File: src/rtl/testpat_pkg.sv
package testpat_pkg;

  localparam int LANE_W = 32;

  typedef enum logic [2:0] {
    PAT_INC  = 3'b000,
    PAT_DEC  = 3'b001,
    PAT_ZERO = 3'b010,
    PAT_ONES = 3'b011,
    PAT_LFSR = 3'b100
  } patKind_e;

  // strobes from control to datapath
  typedef struct packed {
    logic load;
    logic step;
    logic capture;
  } dpCtl_t;

  // maximal-length 32-bit feedback, taps 32,22,2,1
  function automatic logic [LANE_W-1:0] lfsrNext(input logic [LANE_W-1:0] s);
    return {s[LANE_W-2:0], s[31] ^ s[21] ^ s[1] ^ s[0]};
  endfunction

endpackage

File: src/rtl/testpat_ctrl.sv
module testpat_ctrl
  import testpat_pkg::*;
#(
  parameter int CNT_W      = 57,
  parameter int STEP_BYTES = 16
) (
  input  logic             clk,
  input  logic             rstN,
  input  logic             start,
  input  logic             genEn,
  input  logic             chkEn,
  input  logic             mismatch,
  output dpCtl_t           ctl,
  output logic [CNT_W-1:0] byteCount,
  output logic             verifyFail
);

  localparam logic [CNT_W-1:0] STEP = CNT_W'(STEP_BYTES);

  logic moving;
  assign moving = genEn || chkEn;

  always_comb begin
    ctl.load    = start;
    ctl.step    = !start && moving;
    ctl.capture = !start && chkEn && mismatch && !verifyFail;
  end

  always_ff @(posedge clk) begin
    if (!rstN) begin
      byteCount  <= '0;
      verifyFail <= 1'b0;
    end else if (start) begin
      byteCount  <= '0;
      verifyFail <= 1'b0;
    end else begin
      if (moving)      byteCount  <= byteCount + STEP;
      if (ctl.capture) verifyFail <= 1'b1;
    end
  end

  // counter advances one word of bytes per accepted word
  a_r7_count_step: assert property (@(posedge clk) disable iff (!rstN)
    (moving && !start) |=> (byteCount == $past(byteCount) + STEP));

  // counter holds when idle
  a_r7_count_hold: assert property (@(posedge clk) disable iff (!rstN)
    (!moving && !start) |=> $stable(byteCount));

  // start clears count and flag
  a_r2_start_clear: assert property (@(posedge clk) disable iff (!rstN)
    start |=> (byteCount == '0) && !verifyFail);

  // flag is sticky until start
  a_r9_sticky: assert property (@(posedge clk) disable iff (!rstN)
    (verifyFail && !start) |=> verifyFail);

endmodule

File: src/rtl/testpat_dp.sv
module testpat_dp
  import testpat_pkg::*;
#(
  parameter int DATA_W     = 128,
  parameter int ADDR_W     = 48,
  parameter int SECT_SHIFT = 9,
  parameter int CNT_W      = ADDR_W + SECT_SHIFT
) (
  input  logic              clk,
  input  logic              rstN,
  input  dpCtl_t            ctl,
  input  logic [2:0]        patSel,
  input  logic [ADDR_W-1:0] startAddr,
  input  logic [DATA_W-1:0] chkData,
  output logic [DATA_W-1:0] genData,
  output logic              mismatch,
  output logic [CNT_W-1:0]  failAddr,
  output logic [DATA_W-1:0] failExp,
  output logic [DATA_W-1:0] failRead
);

  localparam int REPS  = DATA_W / 64;
  localparam int LANES = DATA_W / LANE_W;
  localparam logic [CNT_W-1:0] STEP = CNT_W'(DATA_W / 8);

  logic [2:0]        selQ;
  logic [CNT_W-1:0]  curAddr;
  logic [LANE_W-1:0] lfsr;
  logic [63:0]       addr64;
  logic [DATA_W-1:0] incWord;
  logic [DATA_W-1:0] lfsrWord;

  assign addr64 = 64'(curAddr);

  for (genvar i = 0; i < REPS; i++) begin : g_rep
    assign incWord[i*64 +: 64] = addr64;
  end

  for (genvar j = 0; j < LANES; j++) begin : g_lane
    assign lfsrWord[j*LANE_W +: LANE_W] = lfsr;
  end

  always_comb begin
    case (selQ)
      PAT_INC:  genData = incWord;
      PAT_DEC:  genData = ~incWord;
      PAT_ZERO: genData = '0;
      PAT_ONES: genData = '1;
      PAT_LFSR: genData = lfsrWord;
      default:  genData = '0;
    endcase
  end

  assign mismatch = (chkData != genData);

  // sequence state
  always_ff @(posedge clk) begin
    if (!rstN) begin
      selQ    <= PAT_INC;
      curAddr <= '0;
      lfsr    <= LANE_W'(1);
    end else if (ctl.load) begin
      selQ    <= patSel;
      curAddr <= {startAddr, {SECT_SHIFT{1'b0}}};
      lfsr    <= {startAddr[LANE_W-2:0], 1'b1};
    end else if (ctl.step) begin
      curAddr <= curAddr + STEP;
      lfsr    <= lfsrNext(lfsr);
    end
  end

  // first-failure capture
  always_ff @(posedge clk) begin
    if (!rstN || ctl.load) begin
      failAddr <= '0;
      failExp  <= '0;
      failRead <= '0;
    end else if (ctl.capture) begin
      failAddr <= curAddr;
      failExp  <= genData;
      failRead <= chkData;
    end
  end

  // shift register never locks up at zero
  a_r6_lfsr_live: assert property (@(posedge clk) disable iff (!rstN)
    lfsr != '0);

  // pattern kind only changes on a start
  a_r11_sel_held: assert property (@(posedge clk) disable iff (!rstN)
    !ctl.load |=> $stable(selQ));

  // sequence holds when no word moves
  a_r7_seq_hold: assert property (@(posedge clk) disable iff (!rstN)
    (!ctl.load && !ctl.step) |=> $stable(genData));

endmodule

File: src/rtl/testpat_unit.sv
module testpat_unit
  import testpat_pkg::*;
#(
  parameter int DATA_W     = 128,
  parameter int ADDR_W     = 48,
  parameter int SECT_SHIFT = 9,
  localparam int CNT_W     = ADDR_W + SECT_SHIFT
) (
  input  logic              clk,
  input  logic              rstN,
  input  logic              start,
  input  logic [2:0]        patSel,
  input  logic [ADDR_W-1:0] startAddr,
  input  logic              genEn,
  output logic [DATA_W-1:0] genData,
  input  logic              chkEn,
  input  logic [DATA_W-1:0] chkData,
  output logic [CNT_W-1:0]  byteCount,
  output logic              verifyFail,
  output logic [CNT_W-1:0]  failAddr,
  output logic [DATA_W-1:0] failExp,
  output logic [DATA_W-1:0] failRead
);

  dpCtl_t ctl;
  logic   mismatch;

  testpat_ctrl #(
    .CNT_W      (CNT_W),
    .STEP_BYTES (DATA_W / 8)
  ) u_ctrl (
    .clk        (clk),
    .rstN       (rstN),
    .start      (start),
    .genEn      (genEn),
    .chkEn      (chkEn),
    .mismatch   (mismatch),
    .ctl        (ctl),
    .byteCount  (byteCount),
    .verifyFail (verifyFail)
  );

  testpat_dp #(
    .DATA_W     (DATA_W),
    .ADDR_W     (ADDR_W),
    .SECT_SHIFT (SECT_SHIFT),
    .CNT_W      (CNT_W)
  ) u_dp (
    .clk       (clk),
    .rstN      (rstN),
    .ctl       (ctl),
    .patSel    (patSel),
    .startAddr (startAddr),
    .chkData   (chkData),
    .genData   (genData),
    .mismatch  (mismatch),
    .failAddr  (failAddr),
    .failExp   (failExp),
    .failRead  (failRead)
  );

  // a newly raised flag comes with differing recorded words
  a_r8_capture_differs: assert property (@(posedge clk) disable iff (!rstN)
    $rose(verifyFail) |-> (failExp != failRead));

  // recorded values hold while flagged
  a_r9_capture_hold: assert property (@(posedge clk) disable iff (!rstN)
    (verifyFail && !start) |=> ($stable(failAddr) && $stable(failExp) && $stable(failRead)));

  // a matching checked word never raises the flag
  a_r10_match_quiet: assert property (@(posedge clk) disable iff (!rstN)
    (!verifyFail && chkEn && !start && (chkData == genData)) |=> !verifyFail);

endmodule

File: config.mk
export PLATFORM = sky130hd
export DESIGN_NAME = testpat_unit
export DESIGN_NICKNAME = d
export VERILOG_FILES = /design/src/rtl/testpat_pkg.sv /design/src/rtl/testpat_ctrl.sv /design/src/rtl/testpat_dp.sv /design/src/rtl/testpat_unit.sv
export SDC_FILE = /design/constraint.sdc
export NUM_CORES = 1
export LEC_CHECK = 0
export BUFFER_PORTS_ARGS = -buffer_cell sky130_fd_sc_hd__buf_2
export CAP_MARGIN = 20
export CORE_AREA = 3 3 266 268
export CTS_BUF_LIST = sky130_fd_sc_hd__clkbuf_8
export CTS_CLUSTER_SIZE = 10
export DETAILED_ROUTE_END_ITERATION = 8
export DIE_AREA = 0 0 269 271
export GPL_TIMING_DRIVEN = 0
export PLACE_DENSITY = 0.58
export SYNTH_ARGS = -nofsm -noshare
export SYNTH_HDL_FRONTEND = slang
export SYNTH_SLANG_ARGS = --single-unit
File: constraint.sdc
create_clock -name clk -period 4.1 [get_ports clk]
set_clock_uncertainty 0.05 [all_clocks]
set_input_delay 0.41 -clock clk [delete_from_list [all_inputs] [get_ports clk]]
set_output_delay 0.41 -clock clk [all_outputs]
set_load 0.005 [all_outputs]
* Word level (Yosys, flattened, before mapping) *
Cells that the tools add are included.

word-level totals
  bits in registers = 463
  input bits = 184
  output and inout bits = 499
  logic and storage cells = 38

operators by class
  add/sub/neg operators = 2
  equality and inequality tests = 4
  multiplexer cells = 5
  bitwise operators = 5
  reductions and logical operators = 12

operators with widths
  operator                                             number
  case mux 128 bit (4 select lines)                    1
  != test 128 bit                                      1
  inverter 121 -> 128 bit                              1
  adder 57 x 5 -> 57 bit, second input constant        2
  2-to-1 mux 57 bit                                    2
  2-to-1 mux 32 bit                                    2
  logical AND 1 bit                                    4
  equality test 3 x 1 -> 1 bit, second input constant  1
  equality test 3 x 2 -> 1 bit, second input constant  1
  equality test 3 bit, second input constant           1
  zero test 1 bit                                      3
  zero test 3 bit                                      1
  bitwise XOR 1 bit                                    3
  logical OR 1 bit                                     2
  nonzero test 2 bit                                   1
  OR reduction 2 bit                                   1
  inverter 1 bit                                       1

* Logic depth before layout (Yosys ltp) *
  depth after elaboration = 5
  gate-level depth with buffers = 16
  depth with buffers taken out = 10

* By module *
A second synthesis with hierarchy kept.

second synthesis, totals
  cell total of the unflattened synthesis = 2278
  area total of the unflattened synthesis = 19542.5 µm²

by module, submodules not included
  module        times used  cells an instance  area an instance (µm²)  sequential area each (µm²)
  testpat_dp    1           1965               16943.8                 6666.4
  testpat_ctrl  1           313                2598.7                  1081.0

* Worst setup path after synthesis *
Ideal clock, no wire load.

  path type = reg2reg
  from = register u_dp.selQ[1]
  to = register u_dp.failAddr[34]
  arrival time = 3042 ps
  data required time = 3918 ps
  path slack = 876 ps
  stages on the path, launching flop included = 15
  path buffers = 5
  clock period less this slack = 3224 ps
  cell sequence = dfxtp_1 > buf_2 > buf_2 > or4b_2 > o211a_1 > xnor2_1 > a2111oi_0 > nand4_1 > nor4b_2 > nand4_1 > clkbuf_1 > clkbuf_1 > buf_2 > nand3_1 > a21oi_1

on the way
  cells in the longest elaborated chain, start to end = 5
  elaborated cells between the ends (all ways) = 8
  those cells by class = eq/ne: 4; mux: 1; reduce/logical: 3

RTL lines
  element                                      RTL line            source
  start: declaration                           testpat_dp.sv:26    logic [2:0] selQ;
  start signal: assignment                     testpat_dp.sv:63    selQ <= patSel;
  equality test 3 bit (tied with other cells)  testpat_dp.sv:44    case (selQ)
  case mux 128 bit (4 select lines) *          testpat_dp.sv:44
  != test 128 bit *                            testpat_dp.sv:54    assign mismatch = (chkData != genData);
  logical AND 1 bit * (2 in series)            testpat_ctrl.sv:26  ctl.capture = !start && chkEn && mismatch && !verifyFail;
  end signal: assignment                       testpat_dp.sv:79    failAddr <= curAddr;
  end: declaration                             testpat_dp.sv:17    output logic [CNT_W-1:0] failAddr,

Every way passes the cells marked *; elsewhere a longest branch is shown, timed or not.
A chain may end at the register's enable or synchronous reset.

* Final worst setup path *
  from = register u_dp.selQ[1]
  to = register u_dp.failExp[92]

on the way
  cells in the longest elaborated chain, start to end = 5
  elaborated cells between the ends (all ways) = 8
  those cells by class = eq/ne: 4; mux: 1; reduce/logical: 3

RTL lines
  element                                      RTL line            source
  equality test 3 bit (tied with other cells)  testpat_dp.sv:44
  case mux 128 bit (4 select lines) *          testpat_dp.sv:44
  != test 128 bit                              testpat_dp.sv:54
  logical AND 1 bit (2 in series)              testpat_ctrl.sv:26
  end signal: assignment                       testpat_dp.sv:80    failExp <= genData;
  end: declaration                             testpat_dp.sv:18    output logic [DATA_W-1:0] failExp,

Marks and branches as above.

==> results.toml <==
[final_layout]
final_cell_mix = "720 x buf_2, 387 x dfxtp_1, 291 x a21oi_1"
final_common_cell = "buf_2"
drive_gt1_frac = 0.3443
finalNonFillerCells = 4435
fin_nets = 3631
design_area_um2 = 29110
syn_to_final_growth_pct = 44.88
fillerInstances = 7002

[yosys]
synth_top_area_frac = 0.3856
syn-instance-count = 2477
syn_area_um2 = 20090
synth_compound_area_frac = 0.2225
yosysTopAreaCell = "dfxtp_1"
synthArstFlopShare = 0
synth_fa_ha_area_frac = 0.001245
yosys-top-cells-area = "dfxtp_1 39%, a21oi_1 7.5%, o21ai_0 6.4%"
synth_ff_type = "dfxtp_1"
ys_seq_elements = 387
yosysSeqAreaShare = 0.3856
synth.distinct_cells = 66
avgSynthCellArea_um2 = 8.112
yosys.area_share.simple = 0.2051
synth_xor_xnor_area_share = 0.07279
synthMuxAreaShare = 0.002989
synth_edf_count = 0
ys_warn_count = 0
synth_top_family_by_area = "compound AO/OA/AOI/OAI gates"

[setup_path]
r2r_cells = 15
start_kind = "register"
cp.arrival_ns = 4.51
slowest_stage = "a2111oi_1"
worst-endpoint-required_ns = 4.61
worstPathCellList = "buf_2 -> clkbuf_4 -> clkbuf_4 -> nor4b_2 -> a221oi_4 -> buf_12 -> xnor2_1 -> a2111oi_1 -> nand2_1 -> nor4b_2 -> and4_4 -> buf_8 -> buf_2 -> o21ai_0 -> a21oi_1"
crit_type = "reg -> reg"
r2r_setup_slack_ns = 0.1
max_stage_delay_ns = 0.61
crit_fanout = 10
critPathCaptureType = "register"

[clock_tree]
cts_sinks = 387
clk_latency_ns = 0.67
root_buffer = "clkbuf_8"
cts_max_level = 3
cts_made_buffers = 74
clockBufferDepth = 3
path_clk_slew_ns = 0.06
cts_tree = "done"

[placed_design]
dp.cells = 4108
dp_hpwl_um = 95320
placed_area_um2 = 24880
gp_congestion = 0.9756
pre_cts_ws_ns = -1.369
portBuffers = 674

[route]
drc = 0
ant_nets = 0
dr_total_vias = 23794
first_pass_iters = 6
routed_wl_um = 120300
drt_iter0_drc = 2511
wire_per_inst_um = 27.13
viasPerCell = 5.365

[grt]
first_global_vias = 22015
grt_max_degree = 20
grt_pass1_wl_um = 163200
globalRouteOverflowTotal = 0
antenna_found_initial = 8
grt_usage = 0.3145

[power_and_ir_drop]
power_density_nw_per_um2 = 354.1
p_leak_nw = 12.56
finalPower_mw = 10.31
vdd_ir_drop_max_v = 0.0001872

[outcome]
outcome = "complete, no violations"

[sta]
setup_violations = 0
hold_slack_ns = 0.06992
period_share = 0.9766
relSlewSlack = 0.2677
final_max_slew_viol_count = 0
hold_viol = 0
layout_min_cycle_time_ns = 4.004
worst_pin_slew_ns = 1.089
worst_slack_ns = 0.09610
fmax_ghz = 0.2498

[floorplan]
die-area_um2 = 72900
rows = 96
die_y_um = 271
initial_utilization = 0.2930
die-width_um = 269
io_pins = 683
coreArea_um2 = 68590

[flow_run]
drv_cap = 0

[hold_path]
worstHoldPathType = "in -> reg"
hold_depth = 4
-- where the power goes --
group / internal (mW) / switching [mW]
combinational: 0.949 / 1.37
clock: 2.13 / 1.80
sequential: 3.88 / 0.185
-- metal layers --
| metal | part of all wire | vias up | GRT usage |
|---|---|---|---|
| met4 | 0.064 | 8 | 0.1780 |
| li1 | - | 10632 | - |
| met3 | 0.093 | 343 | 0.07093 |
| met1 | 0.39 | 11382 | 0.3863 |
| met2 | 0.45 | 1429 | 0.5053 |
| met5 | 0.00041 | - | 0 |
-- area by class of cell --
cell class                      instances  area (um^2)  area share
Sequential cell                       387         7747      0.2661
Clock buffer                           87         1197     0.04113
Clock inverter                         41        284.0    0.009756
Antenna cell                            7        17.52   0.0006017
Multi-Input combinational cell       1683        10880      0.3737
Inverter                               68        255.2    0.008767
Tap cell                              931         1165     0.04001
Buffer                                345         2046     0.07027
Timing Repair Buffer                  886         5520      0.1896
-- worst paths after layout --
path                            end              start
setup / recovery   u_dp.failExp[92]       u_dp.selQ[1]
hold / removal     u_dp.curAddr[46]      startAddr[37]
setup reg to reg   u_dp.failExp[92]       u_dp.selQ[1]
hold reg to reg   u_dp.failRead[52]  u_dp.failRead[52]
-- worst max-delay path, delay by kind of cell (launching register included) --
| family | cells | cell delay (ns) |
|---|---|---|
| AO/OA/AOI/OAI | 4 | 1.05 |
| XOR/XNOR | 1 | 0.17 |
| buffers and inverters | 6 | 1.19 |
| flip-flops | 1 | 0.29 |
| AND/OR/NAND/NOR | 4 | 1.15 |
-- stage by stage --
stage / utilization / setup TNS, ns
6_report: 0.4245 / 0
5_1_grt: 0.4243 / -1.814
3_5_place_dp: 0.3627 / -276.71
3_3_place_gp: 0.3595 / -401.23
4_1_cts: 0.4172 / 0
2_1_floorplan: - / 0
-- Yosys cell counts (all sizes together) (9+ instances only) --
master,n
a2111oi,9
a211oi,49
a21oi,300
a221oi,39
a31oi,33
and2,20
and3,26
buf,226
clkbuf,120
dfxtp,387
inv,68
nand2,141
nand2b,40
nand3,222
nand4,32
nor2,102
nor2b,19
nor3,59
nor4,18
nor4b,40
o21ai,257
or3,16
xnor2,97
xor2,70
-- registers in the layout, indices dropped and copies added (netlist names) --
register,flops
u_ctrl.byteCount,53
u_dp.curAddr,53
u_dp.failExp,64
u_ctrl.verifyFail,1
u_dp.failAddr,53
u_dp.failRead,128
u_dp.lfsr,32
u_dp.selQ,3
-- timing repair --
item                                    CTS  global route
pin swaps                                 5             5
endpoints found under the setup margin  248           246
hold buffers                            135             0
buffers inserted                         38            20
resized for setup                        68            88
hold endpoints to repair                135             0
-- kinds of logic after synthesis --
group	after synthesis
AOI/OAI and AO/OA	725
xor gates and xnor gates	167
adders and majority gates	2
buffers and inverters	414
DFF	387
muxes	6
other	1
and+or+nand+nor	775
(Power assumes the default switching activity.)
